File: src/rtl/scsi_ph_pkg.sv
package scsi_ph_pkg;

    localparam int BYTE_W = 8;

    // Phase code is {MSG, C/D, I/O} in asserted (active-high) form.
    typedef enum logic [2:0] {
        PH_DATA_OUT = 3'd0,
        PH_DATA_IN  = 3'd1,
        PH_COMMAND  = 3'd2,
        PH_STATUS   = 3'd3,
        PH_RSVD_A   = 3'd4,
        PH_RSVD_B   = 3'd5,
        PH_MSG_OUT  = 3'd6,
        PH_MSG_IN   = 3'd7
    } phase_e;

    typedef enum logic [2:0] {
        HS_IDLE,
        HS_TXWAIT,
        HS_SETUP,
        HS_ACK,
        HS_BAD
    } hs_state_e;

    // Bus sample with every control line in asserted-high form.
    typedef struct packed {
        logic              req;
        logic              msg;
        logic              cd;
        logic              io;
        logic [BYTE_W-1:0] data;
        logic              par;
    } bus_s;

    localparam int BUS_W = $bits(bus_s);

    function automatic logic odd_par(input logic [BYTE_W-1:0] d);
        return ~^d;
    endfunction

    function automatic logic par_ok(input logic [BYTE_W-1:0] d, input logic p);
        return ^{d, p};
    endfunction

    function automatic logic phase_legal(input logic msg, input logic cd);
        return !(msg && !cd);
    endfunction

endpackage

File: src/rtl/scsi_ph_sync.sv
module scsi_ph_sync #(
    parameter int W      = 8,
    parameter int STAGES = 2
) (
    input  logic         clk,
    input  logic         rst,
    input  logic [W-1:0] din,
    output logic [W-1:0] dout
);

    generate
        if (STAGES == 0) begin : g_bypass
            assign dout = din;
        end else begin : g_pipe
            logic [W-1:0] pipe [STAGES];

            always_ff @(posedge clk) begin
                if (rst) begin
                    for (int i = 0; i < STAGES; i++) pipe[i] <= '0;
                end else begin
                    pipe[0] <= din;
                    for (int i = 1; i < STAGES; i++) pipe[i] <= pipe[i-1];
                end
            end

            assign dout = pipe[STAGES-1];
        end
    endgenerate

endmodule

File: src/rtl/scsi_ph_decode.sv
module scsi_ph_decode
    import scsi_ph_pkg::*;
(
    input  logic              msg,
    input  logic              cd,
    input  logic              io,
    input  logic [BYTE_W-1:0] data,
    input  logic              par,
    output phase_e            ph,
    output logic              legal,
    output logic              inbound,
    output logic              par_good
);

    always_comb begin
        ph       = phase_e'({msg, cd, io});
        legal    = phase_legal(msg, cd);
        inbound  = io;
        par_good = par_ok(data, par);
    end

endmodule

File: src/rtl/scsi_ph_hs.sv
module scsi_ph_hs
    import scsi_ph_pkg::*;
(
    input  logic              clk,
    input  logic              rst,
    input  logic              req,
    input  logic [BYTE_W-1:0] bus_data,
    input  phase_e            dec_phase,
    input  logic              dec_legal,
    input  logic              dec_inbound,
    input  logic              dec_par_good,
    input  logic              tx_valid,
    input  logic [BYTE_W-1:0] tx_data,
    input  logic              tx_last,
    output logic              tx_ready,
    input  logic              atn_set,
    output logic              ack_n,
    output logic              atn_n,
    output logic              db_oe,
    output logic [BYTE_W-1:0] db_out,
    output logic              dbp_out,
    output phase_e            phase,
    output logic              phase_valid,
    output logic              phase_irq,
    output logic              illegal,
    output logic [BYTE_W-1:0] rx_data,
    output logic              rx_valid,
    output logic              rx_par_err
);

    hs_state_e st;
    logic      last_q;

    assign tx_ready = (st == HS_TXWAIT);

    always_ff @(posedge clk) begin
        if (rst) begin
            st          <= HS_IDLE;
            ack_n       <= 1'b1;
            atn_n       <= 1'b1;
            db_oe       <= 1'b0;
            db_out      <= '0;
            dbp_out     <= 1'b0;
            phase       <= PH_DATA_OUT;
            phase_valid <= 1'b0;
            phase_irq   <= 1'b0;
            illegal     <= 1'b0;
            rx_data     <= '0;
            rx_valid    <= 1'b0;
            rx_par_err  <= 1'b0;
            last_q      <= 1'b0;
        end else begin
            phase_irq  <= 1'b0;
            rx_valid   <= 1'b0;
            rx_par_err <= 1'b0;
            if (atn_set) atn_n <= 1'b0;

            case (st)
                HS_IDLE: begin
                    if (req) begin
                        if (!dec_legal) begin
                            illegal <= 1'b1;
                            st      <= HS_BAD;
                        end else begin
                            illegal     <= 1'b0;
                            phase       <= dec_phase;
                            phase_valid <= 1'b1;
                            phase_irq   <= !phase_valid || (dec_phase != phase);
                            if (dec_inbound) begin
                                rx_data    <= bus_data;
                                rx_valid   <= 1'b1;
                                rx_par_err <= !dec_par_good;
                                ack_n      <= 1'b0;
                                st         <= HS_ACK;
                            end else begin
                                st <= HS_TXWAIT;
                            end
                        end
                    end
                end
                HS_TXWAIT: begin
                    if (tx_valid) begin
                        db_out  <= tx_data;
                        dbp_out <= odd_par(tx_data);
                        db_oe   <= 1'b1;
                        last_q  <= tx_last && (phase == PH_MSG_OUT);
                        st      <= HS_SETUP;
                    end
                end
                HS_SETUP: begin
                    ack_n <= 1'b0;
                    if (last_q) atn_n <= 1'b1;
                    st <= HS_ACK;
                end
                HS_ACK: begin
                    if (!req) begin
                        ack_n <= 1'b1;
                        db_oe <= 1'b0;
                        st    <= HS_IDLE;
                    end
                end
                HS_BAD: begin
                    if (!req) st <= HS_IDLE;
                end
                default: st <= HS_IDLE;
            endcase
        end
    end

    AST_ACK_ON_REQ:     assert property (@(posedge clk) disable iff (rst)
                            $fell(ack_n) |-> $past(req));
    AST_ACK_AFTER_DROP: assert property (@(posedge clk) disable iff (rst)
                            $rose(ack_n) |-> !$past(req));
    AST_IRQ_PULSE:      assert property (@(posedge clk) disable iff (rst)
                            phase_irq |=> !phase_irq);
    AST_NO_DATA_BAD:    assert property (@(posedge clk) disable iff (rst)
                            illegal |-> (!rx_valid && ack_n));
    AST_PERR_WITH_RX:   assert property (@(posedge clk) disable iff (rst)
                            rx_par_err |-> rx_valid);
    AST_OE_DIRECTION:   assert property (@(posedge clk) disable iff (rst)
                            db_oe |-> !phase[0]);
    AST_OUT_DRIVEN:     assert property (@(posedge clk) disable iff (rst)
                            (!ack_n && !phase[0]) |-> db_oe);
    AST_OUT_PARITY:     assert property (@(posedge clk) disable iff (rst)
                            db_oe |-> par_ok(db_out, dbp_out));
    AST_ATN_RELEASE:    assert property (@(posedge clk) disable iff (rst)
                            $rose(atn_n) |-> ($fell(ack_n) && phase == PH_MSG_OUT));

endmodule

File: src/rtl/scsi_phase_tracker.sv
module scsi_phase_tracker
    import scsi_ph_pkg::*;
#(
    parameter int SYNC_STAGES = 2
) (
    input  logic              clk,
    input  logic              rst,
    input  logic              req_n,
    input  logic              msg_n,
    input  logic              cd_n,
    input  logic              io_n,
    input  logic [BYTE_W-1:0] db_in,
    input  logic              dbp_in,
    output logic              ack_n,
    output logic              atn_n,
    output logic [BYTE_W-1:0] db_out,
    output logic              dbp_out,
    output logic              db_oe,
    input  logic              tx_valid,
    input  logic [BYTE_W-1:0] tx_data,
    input  logic              tx_last,
    output logic              tx_ready,
    input  logic              atn_set,
    output logic [2:0]        phase,
    output logic              phase_valid,
    output logic              phase_irq,
    output logic              illegal,
    output logic [BYTE_W-1:0] rx_data,
    output logic              rx_valid,
    output logic              rx_par_err
);

    bus_s             bus_raw;
    bus_s             bus_sync;
    logic [BUS_W-1:0] sync_out;
    phase_e           dec_phase;
    phase_e           cur_phase;
    logic             dec_legal;
    logic             dec_inbound;
    logic             dec_par_good;

    always_comb begin
        bus_raw.req  = ~req_n;
        bus_raw.msg  = ~msg_n;
        bus_raw.cd   = ~cd_n;
        bus_raw.io   = ~io_n;
        bus_raw.data = db_in;
        bus_raw.par  = dbp_in;
    end

    scsi_ph_sync #(
        .W      (BUS_W),
        .STAGES (SYNC_STAGES)
    ) u_sync (
        .clk  (clk),
        .rst  (rst),
        .din  (bus_raw),
        .dout (sync_out)
    );

    assign bus_sync = bus_s'(sync_out);

    scsi_ph_decode u_dec (
        .msg      (bus_sync.msg),
        .cd       (bus_sync.cd),
        .io       (bus_sync.io),
        .data     (bus_sync.data),
        .par      (bus_sync.par),
        .ph       (dec_phase),
        .legal    (dec_legal),
        .inbound  (dec_inbound),
        .par_good (dec_par_good)
    );

    scsi_ph_hs u_hs (
        .clk          (clk),
        .rst          (rst),
        .req          (bus_sync.req),
        .bus_data     (bus_sync.data),
        .dec_phase    (dec_phase),
        .dec_legal    (dec_legal),
        .dec_inbound  (dec_inbound),
        .dec_par_good (dec_par_good),
        .tx_valid     (tx_valid),
        .tx_data      (tx_data),
        .tx_last      (tx_last),
        .tx_ready     (tx_ready),
        .atn_set      (atn_set),
        .ack_n        (ack_n),
        .atn_n        (atn_n),
        .db_oe        (db_oe),
        .db_out       (db_out),
        .dbp_out      (dbp_out),
        .phase        (cur_phase),
        .phase_valid  (phase_valid),
        .phase_irq    (phase_irq),
        .illegal      (illegal),
        .rx_data      (rx_data),
        .rx_valid     (rx_valid),
        .rx_par_err   (rx_par_err)
    );

    assign phase = cur_phase;

endmodule

File: config.mk
export PLATFORM = sky130hd
export DESIGN_NAME = scsi_phase_tracker
export DESIGN_NICKNAME = d
export VERILOG_FILES = /design/src/rtl/scsi_ph_pkg.sv /design/src/rtl/scsi_ph_sync.sv /design/src/rtl/scsi_ph_decode.sv /design/src/rtl/scsi_ph_hs.sv /design/src/rtl/scsi_phase_tracker.sv
export SDC_FILE = /design/constraint.sdc
export NUM_CORES = 1
export LEC_CHECK = 0
export BUFFER_PORTS_ARGS = -buffer_cell sky130_fd_sc_hd__buf_2
export CORE_MARGIN = 2
export CORE_UTILIZATION = 55
export CTS_CLUSTER_SIZE = 40
export DETAILED_ROUTE_END_ITERATION = 8
export GPL_TIMING_DRIVEN = 0
export PLACE_DENSITY = 0.83
export SLEW_MARGIN = 20
export SYNTH_ARGS = -nofsm -noshare
export SYNTH_HDL_FRONTEND = slang
export SYNTH_SLANG_ARGS = --single-unit
File: constraint.sdc
create_clock -name clk -period 2 [get_ports clk]
set_input_delay 0.3 -clock clk [delete_from_list [all_inputs] [get_ports clk]]
set_output_delay 0.3 -clock clk [all_outputs]
set_load 0.05 [all_outputs]
======== Word level (Yosys, flattened, before mapping) ========
Memories as Yosys holds them, arrays and structs flattened.
Index checks and enable logic that the tools add are counted.
word-level totals
  flip-flop bits (word level) ............. 32
  RAM bits ................................ 26
  output and inout port bits .............. 29
  word-level logic and storage cells ...... 82
  memories kept ........................... 1
cells by class
  equality and inequality tests ........... 12
  mux-type cells .......................... 24
  bitwise logic cells ..................... 10
  reductions and logical operators ........ 21
memory list
  memory              words  bits a word  rd ports  clocked after Yosys merged registers in  wr ports  line                RTL
  u_sync.g_pipe.pipe  2      13           2         0                                        2         scsi_ph_sync.sv:15  logic [W-1:0] pipe [STAGES];
operators with widths
  kind                                            number
  2-to-1 mux 13 bit                               2
  2-to-1 mux 1 bit                                14
  2-to-1 mux 3 bit                                4
  inequality test 2 bit (second input constant)   6
  one-hot mux 3 bit (4 select lines)              1
  AND reduction 3 bit                             3
  parity 9 bit                                    1
  NOT 1 bit                                       8
  XNOR reduction 8 bit                            1
  == test 3 x 2 -> 1 bit (second input constant)  2
  == test 3 bit (second input constant)           2
  AND reduction 5 bit                             1
  OR reduction 5 bit                              1
  AND reduction 2 bit                             2
  AND reduction 4 bit                             1
  OR reduction 4 bit                              1
  == test 3 x 1 -> 1 bit (second input constant)  1
  logical NOT 1 bit                               3
  logical NOT 3 bit                               1
  inequality test 3 bit                           1
  one-hot mux 1 bit (3 select lines)              1
  nonzero test 3 bit                              1
  logical AND 1 bit                               2
  2-to-1 mux 2 bit                                1
  other kinds (5)                                 6

======== Longest topological paths before layout ========
Gate-level depths: netlist of the first run.
An unclocked memory read counts as a cell.
  word-level depth ........................ 6
  gate-level depth with buffers ........... 6

======== Cells and area by module ========
A second synthesis of the first run with hierarchy kept.
unflattened totals
  cell total of the unflattened synthesis .. 232
  area, all modules ....................... 2255.9 um^2
modules (own cells, without submodules)
  module              instances  cells an instance  area each (um^2)  sequential area each (um^2)
  scsi_ph_hs          1          149                1323.8            640.6
  scsi_ph_sync        1          67                 798.3             520.5
  scsi_ph_decode      1          12                 118.9             0.0
  scsi_phase_tracker  1          4                  15.0              0.0

======== Worst setup path after synthesis of the first run ========
No wires, ideal clock.
  path kind ............................... register to output
  start point ............................. register u_hs.st[2]
  end point ............................... output port tx_ready
  arrival ................................. 1.221 ns
  setup slack ............................. 0.479 ns
  stages on the path, launching flop included .. 4
  path through ............................ dfxtp_1 buf_6 nand2b_1 nor2_1
on the way
  cells in the longest elaborated chain, start to end .. 1
ends and longest elaborated chain
  what                    line                      RTL
  from (decl)             scsi_ph_hs.sv:31          hs_state_e st;
  from (signal assigned)  scsi_ph_hs.sv:38          st <= HS_IDLE;
  from (signal assigned)  scsi_ph_hs.sv:63          st <= HS_BAD;
  from (signal assigned)  scsi_ph_hs.sv:74          st <= HS_ACK;
  == test 3 x 1 -> 1 bit  scsi_ph_hs.sv:34          assign tx_ready = (st == HS_TXWAIT);
  to (decl)               scsi_phase_tracker.sv:22  output logic tx_ready,
No other way between the ends.

======== Worst setup path in the final report of the first run ========
  start point ............................. register u_hs.st[1]
  end point ............................... output port tx_ready
The elaborated chain is that of the path after synthesis.

==> metrics.md, run 1 <==
| Metric | Value |
|---|---|
| Dominant cells by area after synthesis | sky130_fd_sc_hd__dfxtp_1 (55%), sky130_fd_sc_hd__nor2b_1 (8.0%), sky130_fd_sc_hd__mux2i_1 (4.3%) |
| Number of max-slew violations in the final report | 0 |
| Initial antenna violation count | 0 |
| DRC violations left | 0 |
| Critical path's largest stage delay | approximately 0.40 ns |
| Max Cap Violations | 0 |
| Floorplan die width | around 66 um |
| Ports | between 50 and 60 |
| Layout cell share with drive strength beyond 1 | 27.6% |
| Kind of start point of the critical path | register |
| CP max-delay cell | sky130_fd_sc_hd__dfxtp_1 |
| Post-detailed-route count of antenna-violating nets | 0 |
| Reg2Reg Capture Point | u_hs.rx_data[7]$_SDFFE_PP0P_ |
| Family with the most delay on the worst path | buffers and inverters |
| Leakage dissipation | 0.00122 uW |
| Clk sink count | 58 |
| Die height | roughly 66 um |
| Vias in the first global route | roughly 1,500 |
| Floorplan die area | around 0.0043 mm^2 |
| Half-perimeter wire length after placement | between 2000 and 3000 um |
| Series of cell instances along the critical path | clkbuf_1 > nor2_1 > buf_2 |
| Launching point of the worst reg2reg path | u_sync.g_pipe.pipe[0][25]$_SDFF_PP0_ |
| Critical Path RT | between 1.5 and 2 ns |
| Hold Crit Class | in2reg |
| Signed area change from the synthesized netlist to the final layout | 26.1% |
| Wire length of the first global-routing pass | roughly 6700 um |
| Most common library cells after synthesis | sky130_fd_sc_hd__dfxtp_1 (58), sky130_fd_sc_hd__nor2b_1 (27), sky130_fd_sc_hd__nand2_1 (21) |
| Number of H-tree levels | 3 |
| Clock buffers created by TritonCTS | 9 |
| Transition time of the tightest slew-check pin | 0.527 ns |
| Cell with the most instances after synthesis | sky130_fd_sc_hd__dfxtp_1 |
| Hold violation total from the final report | 0 |
| Count of mapped cells out of synthesis | 209 |
| Startpoint of the most critical hold path | io_n |
| Predominant post-synthesis flop cell | sky130_fd_sc_hd__dfxtp_1 |
| Overall fraction of global-route tracks in use | 21.7% |
| Synth Area per Inst | 10.1 um^2 |
| Fillcell total | just under 300 |
| Clock insertion delay at the later pin of the skew report | 0.34 ns |
| Endpoint of the worst hold path | u_sync.g_pipe.pipe[0][9]$_SDFF_PP0_ |
| Remaining max-slew budget at the tightest pin | about two thirds |
| Cell variety after synth | 32 |
| Clock-pin slew on the worst setup and hold paths | 0.06 ns |
| Drt wl/cell | approximately 12 um |
| Clock Tree Root | sky130_fd_sc_hd__clkbuf_8 |
| Post-route fraction of the period consumed by the critical path | between 80 and 90% |
| Iteration-0 DRC Markers | 74 |
| Detailed-router iteration count before antenna repair | 4 |
| Worst ir drop on vdd | between 0.6 and 0.7 mV |
| Outcome | completed |
| Share of flip-flops with an asynchronous set or reset after synthesis | 0% |
| Post-CTS setup buffers | 0 |
| Count of endpoints failing setup in the final report | 0 |
| Setup Skew | ~0.0044 ns |
| Drt via density | about 5.0 |
| Pin count of the biggest net entering global routing | 11 |
| Cell taking the most area after synthesis | sky130_fd_sc_hd__dfxtp_1 |
| Number of cells traversed by the worst hold path | 2 |
| Number of diodes added for antenna fixing | 0 |
| Critical path arrival | 1.42 ns |
| Detailed-route via count | 1,625 |
| Number of cells upsized or downsized after cts | 0 |
| Reg2reg setup slack | about 0.43 ns |
| Clock tree from TritonCTS | done |
| Path depth of the worst reg2reg path | 5 |
| Total Routed Length | approximately 4000 um |
| Clock Path Buffers | 2 |
| Crit path max fanout | 10 |
| CP Capture Type | output port |
| Unrepaired setup endpoints after global routing | false |
| Part of the Yosys area used for sequential elements | between 50 and 60% |
| Number of nets in the final layout | 300 |
| CP bufs+invs | 2 |
| Max Fclk | 580 MHz |
| Dpl cell area | 0.00243 mm^2 |
| Number of enable-type register cells in the synthesized netlist | 0 |
| IO buf count | 54 |
| Area share of the largest cell type after synthesis | approximately 55% |
| Path type of the worst setup path | reg2out |
| Final Instance Area | ~0.0027 mm^2 |
| Post-Route Setup TNS | 0 ns |
| Post-Syn Nets | 235 |
| Std-Cell Rows | 22 |
| Time the final worst path needs with I/O delays and setup | 1.72 ns |
| Sum of overflow across all layers after global routing | 0 |
| Total of flip-flops plus latches after synthesis | 58 |
| Count of warnings emitted by yosys | 0 |
| CORE AREA | between 0.003 and 0.004 mm^2 |
| Cell Pwr Density | 1000 mW/mm^2 |
| Final weighted congestion in routability-driven placement | approximately 0.80 |
| Area of the mapped netlist | ~0.0021 mm^2 |
| CTS hold repair buffers | 0 |
| Initial Utilization | 57.5% |
## layout by cell type (no fill, tap or decap), types with 6 or more instances in the layout
cell	n
sky130_fd_sc_hd__clkbuf_1	7
sky130_fd_sc_hd__mux2i_1	9
sky130_fd_sc_hd__nor2_1	17
sky130_fd_sc_hd__a21oi_1	17
sky130_fd_sc_hd__xnor2_1	10
sky130_fd_sc_hd__xor2_1	6
sky130_fd_sc_hd__buf_2	55
sky130_fd_sc_hd__dfxtp_1	58
sky130_fd_sc_hd__nand2_1	21
sky130_fd_sc_hd__clkbuf_8	10
sky130_fd_sc_hd__nor2b_1	27
## how the worst max path moves through the flow
stage / depth (start not counted) / slack [ns] / end / from
2_1_floorplan: 3 / 0.48 / tx_ready / u_hs.st[2]$_SDFFE_PP0P_
3_3_place_gp: 4 / 0.51 / u_hs.phase[2]$_SDFFE_PP0P_ / rst
3_5_place_dp: 5 / 0.49 / u_hs.rx_data[5]$_SDFFE_PP0P_ / u_sync.g_pipe.pipe[0][25]$_SDFF_PP0_
4_1_cts: 3 / 0.28 / tx_ready / u_hs.st[1]$_SDFFE_PP0P_
5_1_grt: 3 / 0.19 / tx_ready / u_hs.st[1]$_SDFFE_PP0P_
6_report: 3 / 0.28 / tx_ready / u_hs.st[1]$_SDFFE_PP0P_
## power by group
group | internal (uW) | switching [uW] | total, uW
Clock | 730 | 443 | 1170
Sequential | 1200 | 22.5 | 1220
Combinational | 108 | 160 | 268
## layout make-up
| class | count | area [um^2] | share of cell area, % |
|---|---|---|---|
| Multi-Input combinational cell | 137 | 866 | 32.6 |
| Clock inverter | 5 | 77.6 | 2.92 |
| Timing Repair Buffer | 54 | 270 | 10.2 |
| Sequential cell | 58 | 1160 | 43.8 |
| Tap cell | 48 | 60.1 | 2.26 |
| Inverter | 2 | 7.51 | 0.283 |
| Buffer | 12 | 68.8 | 2.59 |
| Clock buffer | 11 | 141 | 5.33 |
## sequential cells by signal (all words and copies together), names as in the netlist
name and cells:
u_hs.ack_n 1, u_hs.atn_n 1, u_hs.db_oe 1, u_hs.db_out 8
u_hs.dbp_out 1, u_hs.illegal 1, u_hs.last_q 1, u_hs.phase 3
u_hs.phase_irq 1, u_hs.phase_valid 1, u_hs.rx_data 8, u_hs.rx_par_err 1
u_hs.rx_valid 1, u_hs.st 3, u_sync.g_pipe.pipe 26
## stage by stage
| step | instances | worst slack (ns) | utilization [%] | total power [uW] | hold WS [ns] |
|---|---|---|---|---|---|
| after detailed placement | 311 | 0.487 | 66.5 | 1510 | 0.422 |
| after global placement | 311 | 0.511 | 66.5 | 1510 | 0.417 |
| after CTS | 327 | 0.277 | 72.5 | 2680 | 0.0944 |
| after floorplan | 209 | 0.479 | - | 1440 | 0.367 |
| final | 327 | 0.277 | 72.5 | 2660 | 0.101 |
| after global routing | 327 | 0.187 | 72.5 | 2770 | 0.0952 |
## cell families after synthesis
group                     count (synthesis)  synth area share [%]
and+or+nand+nor                          83                  21.5
xor gates and xnor gates                 17                  7.73
buffers and inverters                    14                  3.63
DFF                                      58                  55.2
AOI/OAI and AO/OA                        28                  7.67
muxes                                     9                  4.28
## metal layers
metal	vias to the layer above	track usage [%]	wire length [um]
li1	814	-	-
met1	752	25.4	1690
met2	47	35.0	1960
met3	12	7.33	220
met4	0	11.7	129
met5	-	0	0
Note: power is estimated with default switching activity, not from simulation.
==> inputs of run 2 (changes only) <==
--- a/config.mk
+++ b/config.mk
@@ -9,3 +9,3 @@
 export CORE_MARGIN = 2
-export CORE_UTILIZATION = 55
+export CORE_UTILIZATION = 50
 export CTS_CLUSTER_SIZE = 40
@@ -13,3 +13,3 @@
 export GPL_TIMING_DRIVEN = 0
-export PLACE_DENSITY = 0.83
+export PLACE_DENSITY = 0.76
 export SLEW_MARGIN = 20
==> constraint.sdc (replaced) <==
create_clock -name clk -period 2 [get_ports clk]
set_input_delay 0.2 -clock clk [delete_from_list [all_inputs] [get_ports clk]]
set_output_delay 0.2 -clock clk [all_outputs]
set_load 0.05 [all_outputs]
==> run 2 against run 1 <==
  * Die area rose by 9.4%
  * Routed wire length decreased by 6.2%
  * Critical endpoint unchanged
  * Utilization fell by 7.2 points
  * Sequential power about the same
==> metrics.md, run 2 (synthesis results as in run 1) <==
| Metric | Value |
|---|---|
| Outcome | completed |
| Setup Skew | around 0.006 ns |
| CP bufs+invs | 2 |
| Pwr Total | roughly 2400 uW |
| Layout cell share with drive strength beyond 1 | 27.4% |
| Drt wl/cell | ~11 um |
| Floorplan die width | ~69 um |
| Kind of start point of the critical path | register |
| Floorplan die area | approximately 0.0047 mm^2 |
| Hold violation total from the final report | 0 |
| Worst hold slack after final layout | ~0.016 ns |
| Iteration-0 DRC Markers | 37 |
| CORE AREA | between 0.004 and 0.005 mm^2 |
| Flip-flop count of the largest register, all copies and words added | 26 |
| Number of nets in the final layout | between 300 and 400 |
| CP max-delay cell | sky130_fd_sc_hd__dfxtp_1 |
| Drt via density | about 4.7 |
| Detailed-route via count | about 1,600 |
| Commonest non-fill, non-tap cells in the layout | sky130_fd_sc_hd__dfxtp_1 (58), sky130_fd_sc_hd__buf_2 (55), sky130_fd_sc_hd__nor2b_1 (27), sky130_fd_sc_hd__nand2_1 (21) |
| Transition time of the tightest slew-check pin | approximately 0.52 ns |
| Post-detailed-route count of antenna-violating nets | 0 |
| Unrepaired setup endpoints after global routing | false |
| Time the final worst path needs with I/O delays and setup | around 1.6 ns |
| Critical path's largest stage delay | 0.40 ns |
| Sum of overflow across all layers after global routing | 0 |
| Path type of the worst setup path | reg2out |
| Post-route fraction of the period consumed by the critical path | 79.8% |
| Cell Pwr Density | a little over 900 mW/mm^2 |
| Post-CTS setup buffers | 0 |
| Ports | 55 |
| Die height | approximately 70 um |
| Clock Tree Root | sky130_fd_sc_hd__clkbuf_8 |
| Pin count of the biggest net entering global routing | 11 |
| Critical Path RT | between 1.5 and 2 ns |
| Leakage dissipation | about 0.0012 uW |
| Clock buffers created by TritonCTS | 9 |
| Post-Route Setup TNS | 0 ns |
| Most common cell after layout, fill and taps aside | sky130_fd_sc_hd__dfxtp_1 |
| Vias in the first global route | between 1,000 and 1,500 |
| Initial antenna violation count | 0 |
| Detailed-router iteration count before antenna repair | 4 |
| Pre-CTS setup slack | roughly 0.51 ns |
| Half-perimeter wire length after placement | 2620 um |
| Final weighted congestion in routability-driven placement | a little under 0.8 |
| Hold Crit Class | in2reg |
| Std-Cell Rows | 23 |
| CP Capture Type | output port |
| Count of endpoints failing setup in the final report | 0 |
| Registers with the most flip-flops | u_sync.g_pipe.pipe x26, u_hs.db_out x8, u_hs.rx_data x8 |
| Initial Utilization | a little over half |
| DRC violations left | 0 |
| Family with the most delay on the worst path | buffers and inverters |
| Crit path max fanout | 10 |
| Critical path arrival | ~1.4 ns |
| Worst ir drop on vdd | 0.571 mV |
| Register with the most flip-flops | u_sync.g_pipe.pipe |
| Remaining max-slew budget at the tightest pin | 65.0% |
| Clock-pin slew on the worst setup and hold paths | around 0.060 ns |
| Total Routed Length | ~3800 um |
| Series of cell instances along the critical path | clkbuf_1 > nor2_1 > buf_2 |
| Number of diodes added for antenna fixing | 0 |
| Overall fraction of global-route tracks in use | 18.0% |
| Final worst-path setup slack | 0.403 ns |
| Max Cap Violations | 0 |
| Clock tree from TritonCTS | done |
| Clk sink count | 58 |
| Signed area change from the synthesized netlist to the final layout | 24.9% |
| Number of max-slew violations in the final report | 0 |
| IO buf count | 54 |
| Number of H-tree levels | 3 |
| Clock insertion delay at the later pin of the skew report | roughly 0.33 ns |
| Fillcell total | between 300 and 400 |
| Clock Path Buffers | 2 |
| Max Fclk | ~630 MHz |
| Wire length of the first global-routing pass | around 5800 um |
==> run 2: changes by cell type in the layout (fill, tap and decap cells not counted), sizes merged <==
cell	before	now
bufinv	2	0
dlygate4sd3	0	2
clkinv	2	3
clkinvlp	1	2
==> run 2: routing by layer <==
| metal | wire [um] | part of all wire [%] | vias up | track usage, % |
|---|---|---|---|---|
| met5 | 0 | 0 | - | 0 |
| met4 | 76 | 2.0 | 0 | 9.56 |
| met2 | 1730 | 46 | 57 | 29.3 |
| li1 | - | - | 818 | - |
| met3 | 299 | 8.0 | 8 | 8.44 |
| met1 | 1650 | 44 | 681 | 19.4 |
==> run 2: stage by stage <==
| step | util (%) | instances | instance area [um^2] |
|---|---|---|---|
| finish | 65.2 | 331 | 2630 |
| CTS | 65.0 | 330 | 2620 |
| global route | 65.2 | 331 | 2630 |
| global placement | 60.5 | 313 | 2440 |
| detailed placement | 60.5 | 313 | 2440 |
| floorplan | - | 209 | 2100 |
==> run 2: power breakdown <==
group / switching [uW] / internal [uW]
registers: 22.3 / 1200
clock network: 434 / 475
logic: 159 / 111
==> run 2: worst register-to-register path, delay by kind of cell, from the launching register on <==
kind,cells,cell delay [ns]
simple gates,3,0.60
flops,1,0.47
buf+inv,1,0.17
mux,1,0.15
==> run 2: worst paths after layout <==
path                                   startpoint                              endpoint  slack, ns  cells past startpoint
max                       u_hs.st[1]$_SDFFE_PP0P_                              tx_ready       0.40                      3
min                                         msg_n  u_sync.g_pipe.pipe[0][11]$_SDFF_PP0_       0.02                      2
max reg2reg  u_sync.g_pipe.pipe[0][25]$_SDFF_PP0_          u_hs.rx_data[5]$_SDFFE_PP0P_       0.50                      5
min reg2reg   u_sync.g_pipe.pipe[0][0]$_SDFF_PP0_  u_sync.g_pipe.pipe[0][13]$_SDFF_PP0_       0.44                      1
==> run 2: layout make-up <==
| cell class | count | area, um^2 | area share (%) |
|---|---|---|---|
| sequential | 58 | 1160 | 44.2 |
| multi-input combinational | 137 | 866 | 33.0 |
| timing repair buffer | 56 | 290 | 11.0 |
| clock buffer | 11 | 141 | 5.38 |
| buffer | 12 | 68.8 | 2.62 |
| tap | 50 | 62.6 | 2.38 |
| clock inverter | 5 | 30.0 | 1.14 |
| inverter | 2 | 7.51 | 0.286 |
==> run 2: what timing repair did <==
item	CTS	global route
resized for setup	0	0
endpoints found under the hold margin	1	1
hold buffers	1	1
==> inputs of run 3 (changes only) <==
- ABC_AREA: not set -> 1
- PLACE_DENSITY: 0.76 -> 0.75
- clock period: 2 -> 1.6 ns (I/O delays scaled with it)
==> run 3 against run 2 <==
  * Worst hold slack better by 0.0024 ns
  * Die area up 14%
  * Critical path depth unchanged
  * Sequential cell count unchanged
  * Non-clock buffer count down 2
  * Synthesized cell count increased by 55%
  * First-iteration DRC count rose by 130%
  * Routed wire length is 20% higher
  * Combinational power rose to 3.6 times the previous value
  * Utilization is 0.79 points lower
  * Critical path type unchanged
  * Critical endpoint unchanged
  * Largest cell class unchanged
==> metrics.md, run 3 <==
| Metric | Value |
|---|---|
| Leakage dissipation | 0.00153 uW |
| Part of the Yosys area used for sequential elements | around half |
| Number of nets in the final layout | 414 |
| Register with the most flip-flops | u_sync.g_pipe.pipe |
| Iteration-0 DRC Markers | 84 |
| Crit path max fanout | 4 |
| Registers with the most flip-flops | u_sync.g_pipe.pipe x26, u_hs.db_out x8, u_hs.rx_data x8 |
| Cell with the most instances after synthesis | sky130_fd_sc_hd__nand2_1 |
| Number of max-slew violations in the final report | 0 |
| Initial Utilization | roughly half |
| Cell variety after synth | 29 |
| Final weighted congestion in routability-driven placement | 0.778 |
| Number of cells upsized or downsized after cts | 0 |
| Number of diodes added for antenna fixing | 0 |
| Floorplan die width | 73.5 um |
| Detailed-route via count | between 2,000 and 2,500 |
| Unrepaired setup endpoints after global routing | false |
| Max Fclk | a little over 700 MHz |
| Outcome | completed |
| Area share of the largest cell type after synthesis | about half |
| Count of endpoints failing setup in the final report | 0 |
| Share of flip-flops with an asynchronous set or reset after synthesis | 0% |
| Startpoint of the most critical hold path | atn_set |
| Most common library cells after synthesis | sky130_fd_sc_hd__nand2_1 (70), sky130_fd_sc_hd__dfxtp_1 (58), sky130_fd_sc_hd__nor2_1 (53) |
| Setup Skew | ~0.0068 ns |
| Proportion of power drawn by flip-flops and latches | approximately two fifths |
| Clock Tree Root | sky130_fd_sc_hd__clkbuf_8 |
| Floorplan die area | between 0.005 and 0.006 mm^2 |
| Flip-flop count of the largest register, all copies and words added | 26 |
| Sum of overflow across all layers after global routing | 0 |
| Commonest non-fill, non-tap cells in the layout | sky130_fd_sc_hd__nand2_1 (70), sky130_fd_sc_hd__dfxtp_1 (58), sky130_fd_sc_hd__buf_2 (54), sky130_fd_sc_hd__nor2_1 (53), sky130_fd_sc_hd__inv_1 (51) |
| Predominant post-synthesis flop cell | sky130_fd_sc_hd__dfxtp_1 |
| IO buf count | 49 |
| Kind of start point of the critical path | register |
| Max Cap Violations | 0 |
| Drt via density | roughly 4.6 |
| Fillcell total | slightly above 400 |
| Combinational share of power | about 23% |
| Count of warnings emitted by yosys | 0 |
| Signed area change from the synthesized netlist to the final layout | 25.1% |
| CTS hold repair buffers | 4 |
| Clock buffers created by TritonCTS | 9 |
| Dominant cells by area after synthesis | sky130_fd_sc_hd__dfxtp_1 (48%), sky130_fd_sc_hd__nand2_1 (11%), sky130_fd_sc_hd__nor2_1 (8.2%) |
| Transition time of the tightest slew-check pin | 0.456 ns |
| Vias in the first global route | 1,773 |
| Clock Path Buffers | 2 |
| Clock-pin slew on the worst setup and hold paths | approximately 0.060 ns |
| CORE AREA | roughly 0.0047 mm^2 |
| Wire length of the first global-routing pass | between 7000 and 8000 um |
| Hold violation total from the final report | 0 |
| Internal Pwr Total | approximately 3000 uW |
| Synth Area per Inst | approximately 7.5 um^2 |
| First element of the critical path | u_hs.st[0]$_SDFFE_PP0P_ |
| Net load switching power | between 1000 and 1500 uW |
| Layout cell share with drive strength beyond 1 | between 20% and 30% |
| Most common cell after layout, fill and taps aside | sky130_fd_sc_hd__nand2_1 |
| Drt wl/cell | slightly above 10 um |
| Hold Crit Class | in2reg |
| Remaining max-slew budget at the tightest pin | 69.6% |
| Time the final worst path needs with I/O delays and setup | 1.42 ns |
| End-of-flow core utilization | ~64% |
| Detailed-router iteration count before antenna repair | 4 |
| Post-Syn Nets | 350 |
| Std-Cell Rows | 25 |
| Overall fraction of global-route tracks in use | between 15 and 20% |
| Post-CTS setup buffers | 0 |
| Path type of the worst setup path | reg2out |
| Post-route fraction of the period consumed by the critical path | between 80% and 90% |
| Clk sink count | 58 |
| Post-detailed-route count of antenna-violating nets | 0 |
| Total Routed Length | 4500 um |
| Number of enable-type register cells in the synthesized netlist | 0 |
| Clock tree from TritonCTS | done |
| Initial antenna violation count | 0 |
| Clock insertion delay at the later pin of the skew report | 0.32 ns |
| Switching share of power | between 30% and 40% |
| Post-Route Setup TNS | 0 ns |
| Pin count of the biggest net entering global routing | 11 |
| Number of H-tree levels | 3 |
| Count of mapped cells out of synthesis | 324 |
| CP Capture Type | output port |
| Cell taking the most area after synthesis | sky130_fd_sc_hd__dfxtp_1 |
| Cell Pwr Density | about 1400 mW/mm^2 |
| Critical Path RT | 1.44 ns |
| Total of flip-flops plus latches after synthesis | 58 |
| Total area of sequential cells | 0.00116 mm^2 |
| Worst ir drop on vdd | between 0.7 and 0.8 mV |
| Half-perimeter wire length after placement | 3310 um |
| Critical path arrival | roughly 1.3 ns |
| DRC violations left | 0 |
| Die height | between 70 and 80 um |
| Area of the mapped netlist | 0.00242 mm^2 |
| Ports | 55 |
| Clk network pwr share | between 30% and 40% |
| Area taken by multi-input logic gates | 967 um^2 |
| Launching point of the worst reg2reg path | u_sync.g_pipe.pipe[0][24]$_SDFF_PP0_ |
run 3: path summary, 6_finish.rpt:
path                                          endpoint  slack (ns)  depth (start not counted)
setup / recovery                              tx_ready        0.18                          3
hold / removal                   u_hs.atn_n$_SDFF_PP1_        0.02                          2
setup reg to reg          u_hs.rx_data[6]$_SDFFE_PP0P_        0.33                          8
hold reg to reg   u_sync.g_pipe.pipe[0][24]$_SDFF_PP0_        0.40                          2
run 3: power by group through the flow:
stage               clock [uW]  combinational [uW]  sequential (uW)
floorplan                    0                 541             1900
global placement             0                 955             1670
detailed placement           0                 975             1670
CTS                       1700                 988             1640
global route              1760                1080             1660
finish                    1680                 985             1640
run 3: through the flow:
stage / total power (uW) / hold slack [ns] / instances / setup WS (ns) / instance area (um^2)
floorplan: 2440 / 0.227 / 324 / 0.235 / 2420
global placement: 2620 / 0.313 / 427 / 0.352 / 2730
detailed placement: 2650 / 0.314 / 427 / 0.346 / 2730
CTS: 4330 / 0.00743 / 447 / 0.173 / 3020
global route: 4500 / 0.0103 / 447 / 0.102 / 3020
finish: 4300 / 0.0187 / 447 / 0.183 / 3020
run 3: layout make-up:
type	count	area share (%)
buffer	13	2.69
clock buffer	12	5.13
clock inverter	4	3.23
inverter	54	6.87
multi-input combinational	199	32.0
sequential	58	38.4
tap	54	2.24
timing repair buffer	53	9.44
run 3: kinds of logic (layout without fill, tap and decap cells):
logic type	count (synthesis)	in the layout	synth area share, %
buf+inv	67	136	12.0
flops	58	58	48.0
simple gates	140	140	24.5
xor+xnor	13	13	4.71
compound gates	46	46	10.8
run 3: metal layers:
metal | vias to the layer above | part of all wire, % | track usage (%)
met5 | - | 0 | 0
met3 | 5 | 4.5 | 4.53
li1 | 1106 | - | -
met1 | 892 | 49 | 23.6
met2 | 47 | 46 | 28.2
met4 | 0 | 1.2 | 10.3
run 3: worst max-delay path, cell delays in order, from the launching register on:
cell and delay (ns):
sky130_fd_sc_hd__dfxtp_1 0.40, sky130_fd_sc_hd__nand2_1 0.13, sky130_fd_sc_hd__nor2_4 0.14, sky130_fd_sc_hd__buf_2 0.28
